===== src/rtl/cfgspi_pkg.sv =====
package cfgspi_pkg;

    parameter int ADDR_W    = 4;
    parameter int DATA_W    = 8;
    parameter int FRAME_LEN = 16;
    parameter int IMPL_REGS = 3;
    parameter int SYNC_LEN  = 2;

    localparam int RSVD_W   = FRAME_LEN - DATA_W - ADDR_W - 1;

    // register 0 field positions, decoded by the datapath downstream
    localparam int MODE_LSB = 6;
    localparam int LANE_BIT = 5;
    localparam int DCS_BIT  = 4;
    localparam int FMT_BIT  = 3;
    localparam int AUX_BIT  = 2;

    typedef struct packed {
        logic [1:0] op_mode;
        logic       single_lane;
        logic       dcs_en;
        logic       twos_comp;
        logic       aux_ctl;
        logic [1:0] rsvd;
    } ctrl_fields_t;

endpackage


===== src/rtl/cfgspi_link_rx.sv =====
module cfgspi_link_rx #(
    parameter int ADDR_W    = 4,
    parameter int DATA_W    = 8,
    parameter int FRAME_LEN = 16,
    parameter int SYNC_LEN  = 2
) (
    input  logic              clk_i,
    input  logic              rst_ni,
    input  logic              sclk_i,
    input  logic              csn_i,
    input  logic              sdi_i,
    output logic              sel_o,
    output logic              fall_o,
    output logic              hdr_vld_o,
    output logic              hdr_rw_o,
    output logic [ADDR_W-1:0] hdr_addr_o,
    output logic              frame_ok_o,
    output logic              frame_rw_o,
    output logic [ADDR_W-1:0] frame_addr_o,
    output logic [DATA_W-1:0] frame_data_o
);

    localparam int HDR_LEN = FRAME_LEN - DATA_W;
    localparam int CNT_W   = $clog2(FRAME_LEN + 2);
    localparam logic [CNT_W-1:0] CNT_SAT  = CNT_W'(FRAME_LEN + 1);
    localparam logic [CNT_W-1:0] CNT_FULL = CNT_W'(FRAME_LEN);
    localparam logic [CNT_W-1:0] CNT_HDR  = CNT_W'(HDR_LEN - 1);

    typedef struct packed {
        logic [SYNC_LEN-1:0]  sclk_sy;
        logic [SYNC_LEN-1:0]  csn_sy;
        logic [SYNC_LEN-1:0]  sdi_sy;
        logic                 sclk_prev;
        logic                 sel_prev;
        logic [CNT_W-1:0]     cnt;
        logic [FRAME_LEN-1:0] sh;
    } rx_state_t;

    rx_state_t st_d, st_q;
    logic sclk_s, sdi_s, sel_s, rise_s;

    always_comb begin
        st_d   = st_q;
        sclk_s = st_q.sclk_sy[SYNC_LEN-1];
        sdi_s  = st_q.sdi_sy[SYNC_LEN-1];
        sel_s  = ~st_q.csn_sy[SYNC_LEN-1];

        st_d.sclk_sy = (st_q.sclk_sy << 1) | SYNC_LEN'(sclk_i);
        st_d.csn_sy  = (st_q.csn_sy  << 1) | SYNC_LEN'(csn_i);
        st_d.sdi_sy  = (st_q.sdi_sy  << 1) | SYNC_LEN'(sdi_i);

        rise_s = sel_s &  sclk_s & ~st_q.sclk_prev;
        fall_o = sel_s & ~sclk_s &  st_q.sclk_prev;

        st_d.sclk_prev = sclk_s;
        st_d.sel_prev  = sel_s;

        if (!sel_s) begin
            st_d.cnt = '0;
        end else if (rise_s) begin
            st_d.sh = {st_q.sh[FRAME_LEN-2:0], sdi_s};
            if (st_q.cnt != CNT_SAT) begin
                st_d.cnt = st_q.cnt + 1'b1;
            end
        end

        sel_o        = sel_s;
        hdr_vld_o    = rise_s && (st_q.cnt == CNT_HDR);
        hdr_rw_o     = st_q.sh[HDR_LEN-2];
        hdr_addr_o   = {st_q.sh[ADDR_W-2:0], sdi_s};
        frame_ok_o   = ~sel_s && st_q.sel_prev && (st_q.cnt == CNT_FULL);
        frame_rw_o   = st_q.sh[FRAME_LEN-1];
        frame_addr_o = st_q.sh[DATA_W+ADDR_W-1:DATA_W];
        frame_data_o = st_q.sh[DATA_W-1:0];
    end

    always_ff @(posedge clk_i or negedge rst_ni) begin
        if (!rst_ni) begin
            st_q        <= '0;
            st_q.csn_sy <= '1;
        end else begin
            st_q <= st_d;
        end
    end

    // the header is complete after exactly HDR_LEN rising edges
    p_hdr_count_r2: assert property (@(posedge clk_i) disable iff (!rst_ni)
        hdr_vld_o |=> (st_q.cnt == CNT_W'(HDR_LEN)));

    // the counter restarts from zero for every new selection
    p_cnt_restart_r4: assert property (@(posedge clk_i) disable iff (!rst_ni)
        $rose(sel_o) |-> (st_q.cnt == '0));

endmodule


===== src/rtl/cfgspi_rd_tx.sv =====
module cfgspi_rd_tx #(
    parameter int DATA_W = 8
) (
    input  logic              clk_i,
    input  logic              rst_ni,
    input  logic              sel_i,
    input  logic              fall_i,
    input  logic              load_i,
    input  logic [DATA_W-1:0] load_data_i,
    output logic              bit_o
);

    typedef struct packed {
        logic [DATA_W-1:0] sh;
        logic              live;
    } tx_state_t;

    tx_state_t st_d, st_q;

    always_comb begin
        st_d = st_q;
        if (!sel_i) begin
            st_d.sh   = '0;
            st_d.live = 1'b0;
        end else if (load_i) begin
            st_d.sh   = load_data_i;
            st_d.live = 1'b0;
        end else if (fall_i) begin
            if (st_q.live) begin
                st_d.sh = st_q.sh << 1;
            end
            st_d.live = 1'b1;
        end
        bit_o = st_q.live & st_q.sh[DATA_W-1];
    end

    always_ff @(posedge clk_i or negedge rst_ni) begin
        if (!rst_ni) begin
            st_q <= '0;
        end else begin
            st_q <= st_d;
        end
    end

    // each falling edge during the data byte moves the next bit up
    p_shift_step_r6: assert property (@(posedge clk_i) disable iff (!rst_ni)
        (sel_i && fall_i && !load_i && st_q.live) |=> (st_q.sh == ($past(st_q.sh) << 1)));

endmodule


===== src/rtl/cfgspi_reg_bank.sv =====
module cfgspi_reg_bank #(
    parameter int ADDR_W    = 4,
    parameter int DATA_W    = 8,
    parameter int IMPL_REGS = 3
) (
    input  logic                        clk_i,
    input  logic                        rst_ni,
    input  logic                        we_i,
    input  logic [ADDR_W-1:0]           waddr_i,
    input  logic [DATA_W-1:0]           wdata_i,
    input  logic [ADDR_W-1:0]           raddr_i,
    output logic [DATA_W-1:0]           rdata_o,
    output logic [IMPL_REGS*DATA_W-1:0] regs_o
);

    typedef struct packed {
        logic [IMPL_REGS-1:0][DATA_W-1:0] regs;
    } bank_state_t;

    bank_state_t st_d, st_q;

    always_comb begin
        st_d    = st_q;
        rdata_o = '0;
        for (int i = 0; i < IMPL_REGS; i++) begin
            if (we_i && (waddr_i == ADDR_W'(i))) begin
                st_d.regs[i] = wdata_i;
            end
            if (raddr_i == ADDR_W'(i)) begin
                rdata_o = st_q.regs[i];
            end
        end
        regs_o = st_q.regs;
    end

    always_ff @(posedge clk_i or negedge rst_ni) begin
        if (!rst_ni) begin
            st_q <= '0;
        end else begin
            st_q <= st_d;
        end
    end

    for (genvar g = 0; g < IMPL_REGS; g++) begin : g_chk
        // a commit lands in the addressed entry one cycle later
        p_write_lands_r3: assert property (@(posedge clk_i) disable iff (!rst_ni)
            (we_i && (waddr_i == ADDR_W'(g))) |=> (st_q.regs[g] == $past(wdata_i)));
        // entries without a commit keep their value
        p_entry_holds_r5: assert property (@(posedge clk_i) disable iff (!rst_ni)
            !(we_i && (waddr_i == ADDR_W'(g))) |=> $stable(st_q.regs[g]));
    end

endmodule


===== src/rtl/cfgspi_slave.sv =====
module cfgspi_slave
    import cfgspi_pkg::*;
(
    input  logic              clk_i,
    input  logic              rst_ni,
    input  logic              sclk_i,
    input  logic              csn_i,
    input  logic              sdi_i,
    output logic              sdo_o,
    output logic              sdo_oe_o,
    output logic [1:0]        op_mode_o,
    output logic              single_lane_o,
    output logic              dcs_en_o,
    output logic              twos_comp_o,
    output logic              aux_ctl_o,
    output logic [1:0]        ctrl_rsvd_o,
    output logic [DATA_W-1:0] pattern_a_o,
    output logic [DATA_W-1:0] pattern_b_o
);

    logic              sel_s, fall_s, hdr_vld_s, hdr_rw_s;
    logic [ADDR_W-1:0] hdr_addr_s;
    logic              frame_ok_s, frame_rw_s;
    logic [ADDR_W-1:0] frame_addr_s;
    logic [DATA_W-1:0] frame_data_s;
    logic              we_s, load_s, tx_bit_s;
    logic [DATA_W-1:0] rdata_s;
    logic [IMPL_REGS*DATA_W-1:0] regs_s;
    logic [DATA_W-1:0] ctrl_byte_s;
    ctrl_fields_t      ctrl_s;

    cfgspi_link_rx #(
        .ADDR_W   (ADDR_W),
        .DATA_W   (DATA_W),
        .FRAME_LEN(FRAME_LEN),
        .SYNC_LEN (SYNC_LEN)
    ) i_link (
        .clk_i        (clk_i),
        .rst_ni       (rst_ni),
        .sclk_i       (sclk_i),
        .csn_i        (csn_i),
        .sdi_i        (sdi_i),
        .sel_o        (sel_s),
        .fall_o       (fall_s),
        .hdr_vld_o    (hdr_vld_s),
        .hdr_rw_o     (hdr_rw_s),
        .hdr_addr_o   (hdr_addr_s),
        .frame_ok_o   (frame_ok_s),
        .frame_rw_o   (frame_rw_s),
        .frame_addr_o (frame_addr_s),
        .frame_data_o (frame_data_s)
    );

    always_comb begin
        we_s   = frame_ok_s & ~frame_rw_s;
        load_s = hdr_vld_s & hdr_rw_s;
    end

    cfgspi_reg_bank #(
        .ADDR_W   (ADDR_W),
        .DATA_W   (DATA_W),
        .IMPL_REGS(IMPL_REGS)
    ) i_bank (
        .clk_i   (clk_i),
        .rst_ni  (rst_ni),
        .we_i    (we_s),
        .waddr_i (frame_addr_s),
        .wdata_i (frame_data_s),
        .raddr_i (hdr_addr_s),
        .rdata_o (rdata_s),
        .regs_o  (regs_s)
    );

    cfgspi_rd_tx #(
        .DATA_W(DATA_W)
    ) i_tx (
        .clk_i       (clk_i),
        .rst_ni      (rst_ni),
        .sel_i       (sel_s),
        .fall_i      (fall_s),
        .load_i      (load_s),
        .load_data_i (rdata_s),
        .bit_o       (tx_bit_s)
    );

    always_comb begin
        ctrl_byte_s        = regs_s[DATA_W-1:0];
        ctrl_s.op_mode     = ctrl_byte_s[MODE_LSB+1:MODE_LSB];
        ctrl_s.single_lane = ctrl_byte_s[LANE_BIT];
        ctrl_s.dcs_en      = ctrl_byte_s[DCS_BIT];
        ctrl_s.twos_comp   = ctrl_byte_s[FMT_BIT];
        ctrl_s.aux_ctl     = ctrl_byte_s[AUX_BIT];
        ctrl_s.rsvd        = ctrl_byte_s[1:0];

        op_mode_o     = ctrl_s.op_mode;
        single_lane_o = ctrl_s.single_lane;
        dcs_en_o      = ctrl_s.dcs_en;
        twos_comp_o   = ctrl_s.twos_comp;
        aux_ctl_o     = ctrl_s.aux_ctl;
        ctrl_rsvd_o   = ctrl_s.rsvd;
        pattern_a_o   = regs_s[2*DATA_W-1:DATA_W];
        pattern_b_o   = regs_s[3*DATA_W-1:2*DATA_W];

        sdo_oe_o = sel_s;
        sdo_o    = sel_s & tx_bit_s;
    end

    // a commit only follows the cycle in which the select was released
    p_commit_on_release_r3: assert property (@(posedge clk_i) disable iff (!rst_ni)
        we_s |-> (!sel_s && $past(sel_s)));

    // the first driven bit of a frame is zero
    p_first_bit_zero_r7: assert property (@(posedge clk_i) disable iff (!rst_ni)
        $rose(sdo_oe_o) |-> (sdo_o == 1'b0));

endmodule


===== config.mk =====
export PLATFORM = sky130hd
export DESIGN_NAME = cfgspi_slave
export DESIGN_NICKNAME = d
export VERILOG_FILES = /design/src/rtl/cfgspi_pkg.sv /design/src/rtl/cfgspi_link_rx.sv /design/src/rtl/cfgspi_rd_tx.sv /design/src/rtl/cfgspi_reg_bank.sv /design/src/rtl/cfgspi_slave.sv
export SDC_FILE = /design/constraint.sdc
export NUM_CORES = 1
export LEC_CHECK = 0
export BUFFER_PORTS_ARGS = -buffer_cell sky130_fd_sc_hd__buf_4
export CORE_MARGIN = 10
export CORE_UTILIZATION = 62
export CTS_CLUSTER_DIAMETER = 50
export DETAILED_ROUTE_END_ITERATION = 10
export PLACE_DENSITY_LB_ADDON = 0.05
export SLEW_MARGIN = 20
export SYNTH_ARGS = -nofsm -noshare
export SYNTH_HDL_FRONTEND = slang
export SYNTH_SLANG_ARGS = --single-unit

===== constraint.sdc =====
create_clock -name clk_i -period 3.1 [get_ports clk_i]
set_input_delay 0.31 -clock clk_i [delete_from_list [all_inputs] [get_ports clk_i]]
set_output_delay 0.31 -clock clk_i [all_outputs]
set_load 0.01 [all_outputs]

==> results.tsv <==
stage	metric	value	unit
status	status	finished clean	
clocking	hold_buffers	0	
cells_and_area	instances_no_fill	287	
clocking	cts-buffers-inserted	9	
clocking	cts_setup_buffers	0	
timing	slew_headroom	0.4905	
power	powerDensity	552.7	nW/um2
worst_setup_path	startpoint_type	register	
power	pwr-share-comb	0.083	
timing	rsz0062_at_grt	false	
timing	worst_clock_skew	0.01276	ns
worst_setup_path	crit_type	reg -> reg	
routing	drc	0	
clocking	clk_path_buf_depth	2	
floorplanning	die_w	85.84	um
synthesis	synthCells	199	
clocking	cts_tree	built	
floorplanning	core	4086	um2
placement	place_congestion	0.7671	
synthesis	synth_area_leaders	dfrtp_1 (56%), mux2_2 (17%), mux2i_1 (3.0%), o2bb2ai_1 (2.6%), o32ai_1 (2.6%)	
cells_and_area	finalCoreUtilization	0.7596	
power	ir_drop	0.4551	mV
clocking	root_buffer	clkbuf_8	
power	p_sw_frac	0.2703	
synthesis	yosysUniqueCellTypes	33	
synthesis	yosys.area.top_type	dfrtp_1	
cells_and_area	fin_nets	240	
synthesis	yosysTopAreaCellShare	0.5587	
power	p_leak	1.538	nW
placement	io_buffers	30	
clocking	clk_latency	0.34	ns
timing	fin_setup_tns	0	ns
synthesis	synth_ff_type	dfrtp_1	
worst_setup_path	required	3.32	ns
timing	finalHoldViolCount	0	
routing	totalWireLength	5471	um
synthesis	synth.avg_cell_area	13.51	um2
cells_and_area	seq_area	1554	um2
floorplanning	dieArea	7369	um2
clocking	path_clk_slew	0.06	ns
worst_setup_path	worstPathMaxFanout	16	
global_routing	track_usage	0.1625	
placement	dp_slack	1.344	ns
cells_and_area	areaGrowthSynthToFinish	15.50	%
routing	dr_total_vias	1708	
placement	dp_cells	271	
synthesis	synth_area	2688	um2
timing	holdWs	0.03689	ns
floorplanning	io_pins	31	
cells_and_area	drive_above_1_share	0.4051	
timing	finalSetupViolCount	0	
power	p_int	1.252	mW
power	power_frac_clock	0.357	
cells_and_area	nFillCells	275	
synthesis	synth-edff-count	0	
timing	worstMarginPinSlew	0.7642	ns
hold_path	min_path_type	in -> async	
clocking	cts_resized	0	
routing	routed_via_density	5.951	
worst_setup_path	crit_path_end_kind	register	
routing	routedWlPerCell	19.06	um
synthesis	ys_seq_area_frac	0.5782	
floorplanning	initial_utilization	0.6577	
global_routing	grt_max_degree	63	
power	p_switching	463.7	uW
global_routing	grt_pass1_wl	9370	um
cells_and_area	antenna_cells	0	
placement	dp_hpwl	3937	um
worst_setup_path	arrival	1.99	ns
floorplanning	die_y	85.84	um
timing	fin_ws	1.329	ns
synthesis	ys_ff_latch	62	
floorplanning	rows	23	
global_routing	grt_overflow	0	
power	seq_power_share	0.561	
clocking	cts_sinks	62	
synthesis	synth_fp_nets	207	
clocking	h-tree-depth	3	
timing	min_period	1.771	ns
global_routing	antenna_found_initial	0	
timing	maxSlewViolCount	0	
routing	ant_nets	0	
timing	fin_crit_sh	0.5714	
timing	fmax	0.5646	GHz
global_routing	first_global_vias	1799	
job	drv_cap	0	
cells_and_area	multiInputGateArea	1075	um2
synthesis	yosysWarnings	0	
routing	dr.pass1.iters	4	
routing	drt_iter0_markers	108	
synthesis	ys_async_sr_fraction	1.000	
[worst max-delay path: stages, from the launching register on]
cell,delay [ns]
dfrtp_1,0.42
nand2b_1,0.21
nor2_2,0.60
mux2_2,0.41
[path summary, 6_finish.rpt]
kind                            startpoint                endpoint  slack (ns)  cells after the start
setup / recovery           i_link.st_q[22]  i_link.frame_data_o[1]        1.33                      3
hold / removal                      rst_ni         i_link.st_q[18]        0.04                      1
setup reg to reg           i_link.st_q[22]  i_link.frame_data_o[1]        1.33                      3
hold reg to reg            i_link.st_q[23]    i_link.hdr_addr_o[0]        0.35                      0
max in group asynchronous           rst_ni       i_bank.regs_o[18]        2.55                      1
min in group clk_i                   sdi_i         i_link.st_q[23]        0.07                      1
[kinds of logic after synthesis]
kind of cell,after synthesis,synth area share
buffers and inverters,13,0.02188
AND/OR/NAND/NOR,47,0.1122
multiplexers,49,0.2016
AO/OA/AOI/OAI,25,0.07216
flip-flops,62,0.5782
adder cells (fa/ha/maj),3,0.01397
[metal layers]
layer	track usage	share of wire	up-vias
li1	-	-	787
met1	0.1985	0.44	864
met2	0.2520	0.48	49
met3	0.07285	0.073	8
met4	0.04940	0.0093	0
met5	0	0	-
[final cells by class]
class / instances / area share
Sequential cell: 62 / 0.5006
Multi-Input combinational cell: 124 / 0.3462
Timing Repair Buffer: 30 / 0.07255
Clock buffer: 13 / 0.04796
Tap cell: 50 / 0.02015
Clock inverter: 3 / 0.006449
Inverter: 5 / 0.006046
[state kept, by name, summed over array words and instances, names as in the netlist]
signal               flops
i_link.st_q             14
i_tx.st_q                9
i_bank.regs_o           24
i_link.frame_addr_o      4
i_link.sclk_s            1
i_link.hdr_addr_o        1
i_link.frame_data_o      8
i_link.frame_rw_o        1
[cell usage after synthesis (2+ instances only)]
cell type	number
dfrtp_1	60
mux2_2	41
nor2_1	14
nand2b_1	9
mux2i_1	8
o2bb2ai_1	8
o32ai_1	8
a21oi_1	5
inv_1	5
nand2_1	4
nand4_2	4
ha_1	3
buf_1	2
buf_2	2
buf_4	2
clkbuf_1	2
dfstp_2	2
nand3b_1	2
nor2b_1	2
o21ai_0	2
or3_1	2
[cells in the final DEF, fill, tap and decap left out]
master      instances
ha_1                3
and3_1              1
a31o_2              1
nand4_2             4
or2_2               1
nand4b_1            1
nor2_1             14
clkinv_2            1
nor2b_1             2
nand3b_1            2
a211o_2             1
clkbuf_8           10
buf_4              30
clkbuf_1            3
nor2_2              1
nand3_1             1
nand2b_1            9
a21oi_1             5
o32ai_1             8
nor3_1              1
and4b_2             1
nand2_1             4
and4b_1             1
dfrtp_1            60
dfstp_2             2
mux2i_1             8
nor3b_4             1
mux2_2             41
clkinvlp_4          2
o2bb2ai_1           8
or3_1               2
o21ai_0             2
or4b_1              1
inv_1               5
[power by group through the flow]
stage	registers, mW	clock network (mW)	logic, mW
detailed placement	0.977	0	0.143
global placement	0.973	0	0.134
global route	0.976	0.663	0.158
finish	0.962	0.612	0.142
CTS	0.962	0.626	0.144
floorplan	0.931	0	0.115
[per-stage QoR]
step	area (um2)	total power [mW]
after detailed placement	2935	1.120
after global placement	2935	1.107
final	3104	1.716
after floorplan	2688	1.046
after global routing	3104	1.797
after CTS	3104	1.732
(Power assumes the default switching activity.)
